[config.mk]
export PLATFORM = sky130hd
export DESIGN_NAME = dual_rail_completion
export DESIGN_NICKNAME = d
export VERILOG_FILES = /design/src/rtl/cd_pkg.sv /design/src/rtl/cd_rail_ack.sv /design/src/rtl/cd_reduce.sv /design/src/rtl/cd_celement.sv /design/src/rtl/dual_rail_completion.sv
export SDC_FILE = /design/constraint.sdc
export NUM_CORES = 1
export LEC_CHECK = 0
export BUFFER_PORTS_ARGS = -buffer_cell sky130_fd_sc_hd__buf_2
export CAP_MARGIN = 0
export CORE_ASPECT_RATIO = 1.75
export CORE_MARGIN = 2
export CORE_UTILIZATION = 25
export DETAILED_ROUTE_END_ITERATION = 8
export PLACE_DENSITY = 0.66
export SLEW_MARGIN = 20
export SYNTH_ARGS = -nofsm -noshare
export SYNTH_HDL_FRONTEND = slang
export SYNTH_HIERARCHICAL = 1
export SYNTH_SLANG_ARGS = --single-unit
[constraint.sdc]
create_clock -name clk -period 1.3 [get_ports clk]
set_clock_uncertainty 0.05 [all_clocks]
set_input_delay 0.065 -clock clk [delete_from_list [all_inputs] [get_ports clk]]
set_output_delay 0.065 -clock clk [all_outputs]
set_load 0.005 [all_outputs]
[src/rtl/cd_pkg.sv]
package cd_pkg;
  typedef enum logic {RED_AND = 1'b0, RED_OR = 1'b1} red_op_e;
endpackage

[src/rtl/cd_rail_ack.sv]
// Per-bit acknowledge and illegal-code detection for a dual-rail word.
module cd_rail_ack #(
  parameter int N = 32
) (
  input  logic [N-1:0] rail_t,
  input  logic [N-1:0] rail_f,
  output logic [N-1:0] ack,
  output logic [N-1:0] bad
);
  for (genvar i = 0; i < N; i++) begin : g_bit
    assign ack[i] = rail_t[i] | rail_f[i];
    assign bad[i] = rail_t[i] & rail_f[i];
  end
endmodule

[src/rtl/cd_reduce.sv]
// Wide AND or OR reduction, picked by parameter.
module cd_reduce #(
  parameter int W = 32,
  parameter cd_pkg::red_op_e OP = cd_pkg::RED_AND
) (
  input  logic [W-1:0] vec,
  output logic         y
);
  if (OP == cd_pkg::RED_AND) begin : g_and
    assign y = &vec;
  end else begin : g_or
    assign y = |vec;
  end
endmodule

[src/rtl/cd_celement.sv]
// Two-input C-element state held in a register: set on done, kept while busy.
module cd_celement (
  input  logic clk,
  input  logic rst,
  input  logic set_i,
  input  logic keep_i,
  output logic q
);
  always_ff @(posedge clk) begin
    if (rst) q <= 1'b0;
    else     q <= set_i | (keep_i & q);
  end
endmodule

[src/rtl/dual_rail_completion.sv]
module dual_rail_completion #(
  parameter int N = 32
) (
  input  logic         clk,
  input  logic         rst,
  input  logic [N-1:0] rail_t,
  input  logic [N-1:0] rail_f,
  output logic         word_done,
  output logic         word_busy,
  output logic         handshake,
  output logic         code_err
);
  logic [N-1:0] ack, bad;
  logic all_c, any_c, err_c;

  cd_rail_ack #(.N(N)) u_ack (
    .rail_t(rail_t), .rail_f(rail_f), .ack(ack), .bad(bad)
  );

  cd_reduce #(.W(N), .OP(cd_pkg::RED_AND)) u_all (.vec(ack), .y(all_c));
  cd_reduce #(.W(N), .OP(cd_pkg::RED_OR))  u_any (.vec(ack), .y(any_c));
  cd_reduce #(.W(N), .OP(cd_pkg::RED_OR))  u_err (.vec(bad), .y(err_c));

  cd_celement u_hold (
    .clk(clk), .rst(rst), .set_i(all_c), .keep_i(any_c), .q(handshake)
  );

  always_ff @(posedge clk) begin
    if (rst) begin
      word_done <= 1'b0;
      word_busy <= 1'b0;
      code_err  <= 1'b0;
    end else begin
      word_done <= all_c;
      word_busy <= any_c;
      code_err  <= err_c;
    end
  end
endmodule

==> After elaboration in Yosys (flattened, before gate mapping) <==
Index checks and enable logic that the tools add are counted.
{ "word_totals": {"ff_bits": 4, "output_inout_bits": 4, "word_cells": 73} }
{ "op_classes": {"bitwise": 66, "n_reduce_logical": 3} }
{ "ops": {"columns": ["cell", "n"], "rows": [
  ["$reduce_or A32 Y1", 2],
  ["$and A1 B1 Y1", 33],
  ["$or A1 B1 Y1", 33],
  ["$reduce_and A32 Y1", 1]
]} }

==> Longest topological paths before layout <==
{ "logic_depth": {"depth_word": 4, "depth_mapped": 6, "depth_no_buf": 6} }

==> By module <==
The synthesis kept the hierarchy.
{ "by_module_without_submodules": {"columns": ["module", "instances", "cells_each", "area_each_um2", "seq_area_each_um2"], "rows": [
  ["cd_rail_ack", 1, 64, 440.4, 0.0],
  ["cd_reduce at u_any ...", 2, 11, 75.1, 0.0],
  ["dual_rail_completion", 1, 6, 78.8, 60.1],
  ["cd_reduce at u_all", 1, 11, 68.8, 0.0],
  ["cd_celement", 1, 3, 28.8, 20.0]
]} }

==> Worst setup path before layout <==
Ideal clock, no wire load.
{ "synth_timing": {"path_kind": "input port to flip-flop", "start": "input port rail_f[26]", "end": "register u_hold.q", "setup_ns": 0.114, "arrival_ns": 1.053, "required_ns": 1.136, "path_slack_ns": 0.083, "cell_stages": 6, "n_path_buf": 0, "path_cell_list": "or2_1 nor4_1 nand4_1 or2_1 a21oi_1 nor2_1"} }
{ "synth_between": {"elab_chain_cells": 4, "elab_cells_between_ends": 5, "classes_between": "3 x bitwise; 2 x reduce/logical"} }
{ "synth_lines": {"columns": ["item", "line", "rtl"], "rows": [
  ["from (decl)", "dual_rail_completion.sv:7", "input logic [N-1:0] rail_f,"],
  ["$or A1 B1 Y1", "cd_rail_ack.sv:11", "assign ack[i] = rail_t[i] | rail_f[i];"],
  ["$reduce_or A32 Y1", "cd_reduce.sv:12", "assign y = |vec;"],
  ["via any_c", "dual_rail_completion.sv:14", "logic all_c, any_c, err_c;"],
  ["$and A1 B1 Y1", "cd_celement.sv:11", "else q <= set_i | (keep_i & q);"],
  ["$or A1 B1 Y1", "cd_celement.sv:11", null],
  ["to (signal assigned)", "cd_celement.sv:11", null],
  ["to (decl)", "cd_celement.sv:7", "output logic q"]
]} }
The timed path passes the listed nets, and every way through them passes these cells.
A chain may end at the register's enable or synchronous reset.

==> Worst setup path after layout <==
{ "layout_timing": {"start": "input port rail_f[16]", "end": "register u_hold.q"} }
{ "layout_between": {"elab_chain_cells": 4, "elab_cells_between_ends": 5, "classes_between": "3 x bitwise; 2 x reduce/logical"} }
{ "layout_lines": {"columns": ["item", "line", "rtl"], "rows": [
  ["$or A1 B1 Y1", "cd_rail_ack.sv:11", null],
  ["via ack[16]", "dual_rail_completion.sv:13", "logic [N-1:0] ack, bad;"],
  ["$reduce_or A32 Y1", "cd_reduce.sv:12", null],
  ["via any_c", "dual_rail_completion.sv:14", null],
  ["$and A1 B1 Y1", "cd_celement.sv:11", null],
  ["$or A1 B1 Y1", "cd_celement.sv:11", null]
]} }
The timed path passes the listed nets, and every way through them passes these cells.

==> reports/metrics.cfg <==
[pwr]
static-leakage-power_nw=0.539
p_per_area_mw_per_mm2=521
gate_power_share=0.393
seq_power_share=0.203
cell_internal_pwr_mw=0.475
p_sw_frac=0.247
clockPowerShare=0.404
worst_ir_drop_vdd_mv=0.319
power_switching_mw=0.156

[clocking]
clock_insertion_delay_worst_skew_ns=0.21
cts_htree_levels=1
clkSlewWorstSetupHoldPaths_ns=0.03
tritoncts=yes
cts.path.max_buffers=2
cts_made_buffers=3
post_cts_hold_buffer_count=0
tritoncts_num_sinks=4
clock_tree.root_cell=clkbuf_8

[finish]
areaGrowthSynthToFinish_pct=57.7
utilization=0.413
drive_above_1_share=0.618
layout.area.seq_sq_um=80.1
multi_input_area_sq_um=708
design.final.nets=246
antenna_cells_inserted=0
post-route-cell-area_sq_mm=0.00121
fillers=344

[die]
placeableCoreArea_sq_mm=0.00293
std_cell_rows=26
floorplan.initialDensity=0.262
floorplan.die.width_microns=45.9
num_io_pins=70
die_height_microns=77.3
die-area_sq_mm=0.00354

[worst_hold_path]
hp-class=in2reg
hold-path-cell-count=2

[yosys]
yosysWarnings=6
synth_enable_flop_cells=0
async_flop_share=0
ys_seq_area_frac=0.104
synth_flop_cell=dfxtp_1
library_cell_occupying_the_most_area_in_the_post_synthesis_netlist=and2_2
yosys-top-cells-count=or2_1, and2_2, nor4_1
post_synthesis_register_bit_count=4
yosysMostFrequentCell=or2_1
yosysTopAreaCellShare=0.313
yosys.cell_types.count=10
synth.cell_area_sq_um=767
avgSynthCellArea_sq_um=7.24
netlist_top_cells_area=and2_2, or2_1, nor4_1, dfxtp_1, nand4_1
synthesis.nets=172
syn_inst=106

[worst_setup_path]
arrival_ns=1.28
critical_path.max_fanout=2
critical_path.endpoint_type=flop
cp_data_required_time_ns=1.35
path_depth=7
critical-path-top-delay-family=simple AND/OR/NAND/NOR gates
criticalPathCategory=in2reg
cp_num_buf_inv=1
critPathMostFrequentCell=or2_1
crit_slowest_cell=nor4_2
reg2regPathDepth=2
timing.critical_path.cells=buf_2 > or2_1 > nor4_2 > nand4_1 > or2_1 > a21oi_1 > nor2_1
highest_cell_delay_on_the_worst_timing_path_ns=0.28
worstSetupStartpointType=input pin

[detailed_routing]
vias_after_detailed_routing=1023
ant_nets=0
viasPerCell=4.97
remaining_drc_errors=0
routedWlPerCell_microns=10.8
first_pass_drt_iterations=6
wl_microns=2220
drt_first_iter_violations=6

[place]
buffer_ports.inserted=69
detailed_place_hpwl_microns=2130
gp_congestion=0.793
placed_cell_area_sq_mm=0.00115

[run]
max_cap_viols=0

[sta]
fmax_ghz=0.815
worstMarginPinSlew_ns=0.324
rsz0062_at_grt=false
timing.final.setup_violations=0
min_period_over_period=0.944
maxSlewViolCount=0
finalCriticalPeriod_ns=1.23
hold_viol_final=0
worst_slew_margin_rel=0.782

[global_route]
globalRoute.totalOverflow=0
maximum_number_of_pins_on_one_net_before_global_route_repair=5
tot_gr_track_use=0.124
grt_pass1_wl_microns=3450
via_count_of_the_first_global_routing_pass=977
antenna_found_initial=0

[outcome]
status=finished, final reports clean

==> metrics by stage <==
stage          std cells  worst slack [ns]  TNS, ns  hold slack [ns]  total power [mW]
6_report             206            0.0725        0          0.00682             0.630
5_1_grt              206          0.000540        0          0.00523             0.684
4_1_cts              206            0.0301        0          0.00536             0.636
3_5_place_dp         203            -0.194   -0.399            0.226             0.375
3_3_place_gp         203            -0.171   -0.417            0.224             0.370
2_1_floorplan        106            0.0830        0           0.0866             0.249
==> per-layer routing <==
layer / share of wire / global-route usage / vias up
li1: - / - / 524
met1: 0.33 / 0.106 / 461
met2: 0.60 / 0.249 / 32
met3: 0.042 / 0.0306 / 6
met4: 0.026 / 0.0371 / 0
met5: 0 / 0 / -
==> repair_timing <==
item                                    4_1_cts  5_1_grt
endpoints found under the setup margin        0        1
resized for setup                             0        4
setup buffers                                 0        0
==> state kept, by name (all words and copies together), names as in the netlist <==
name,flops
code_err,1
u_hold/q,1
word_busy,1
word_done,1
==> power groups by stage <==
| stage | sequential, mW | combinational, mW | clock (mW) |
|---|---|---|---|
| global placement | 0.129 | 0.241 | 0 |
| finish | 0.128 | 0.248 | 0.255 |
| global route | 0.128 | 0.278 | 0.278 |
| CTS | 0.128 | 0.246 | 0.262 |
| floorplan | 0.130 | 0.119 | 0 |
| detailed placement | 0.129 | 0.246 | 0 |
==> layout by cell type, fill, tap and decap left out <==
cell type,instances
buf_2,69
or2_1,33
and2_2,32
nand4_1,12
nor4_1,11
nor4_2,5
dfxtp_1,4
nor2b_1,3
clkbuf_8,3
or4_1,2
nor2_1,2
or2_4,1
a21oi_1,1
==> final timing paths <==
check	slack (ns)	end	startpoint
worst max-delay path	0.07	u_hold/q$_SDFF_PP0_	rail_f[16]
worst min-delay path	0.007	word_busy$_SDFF_PP0_	rst
worst max register to register	0.67	u_hold/q$_SDFF_PP0_	u_hold/q$_SDFF_PP0_
worst min register to register	0.45	u_hold/q$_SDFF_PP0_	u_hold/q$_SDFF_PP0_
==> logic make-up (layout without fill, tap and decap cells) <==
| group | Yosys count | count (layout) | synth area share |
|---|---|---|---|
| AND/OR/NAND/NOR | 101 | 101 | 0.889 |
| flip-flops | 4 | 4 | 0.104 |
| buffers and inverters | 0 | 72 | 0 |
| AO/OA/AOI/OAI | 1 | 1 | 0.00652 |
==> layout make-up <==
| class | instances | share of cell area |
|---|---|---|
| clock buffers | 3 | 0.0341 |
| multi-input cells | 102 | 0.585 |
| flip-flops and latches | 4 | 0.0662 |
| well taps | 28 | 0.0290 |
| repair buffers | 69 | 0.285 |
(Power assumes the default switching activity.)
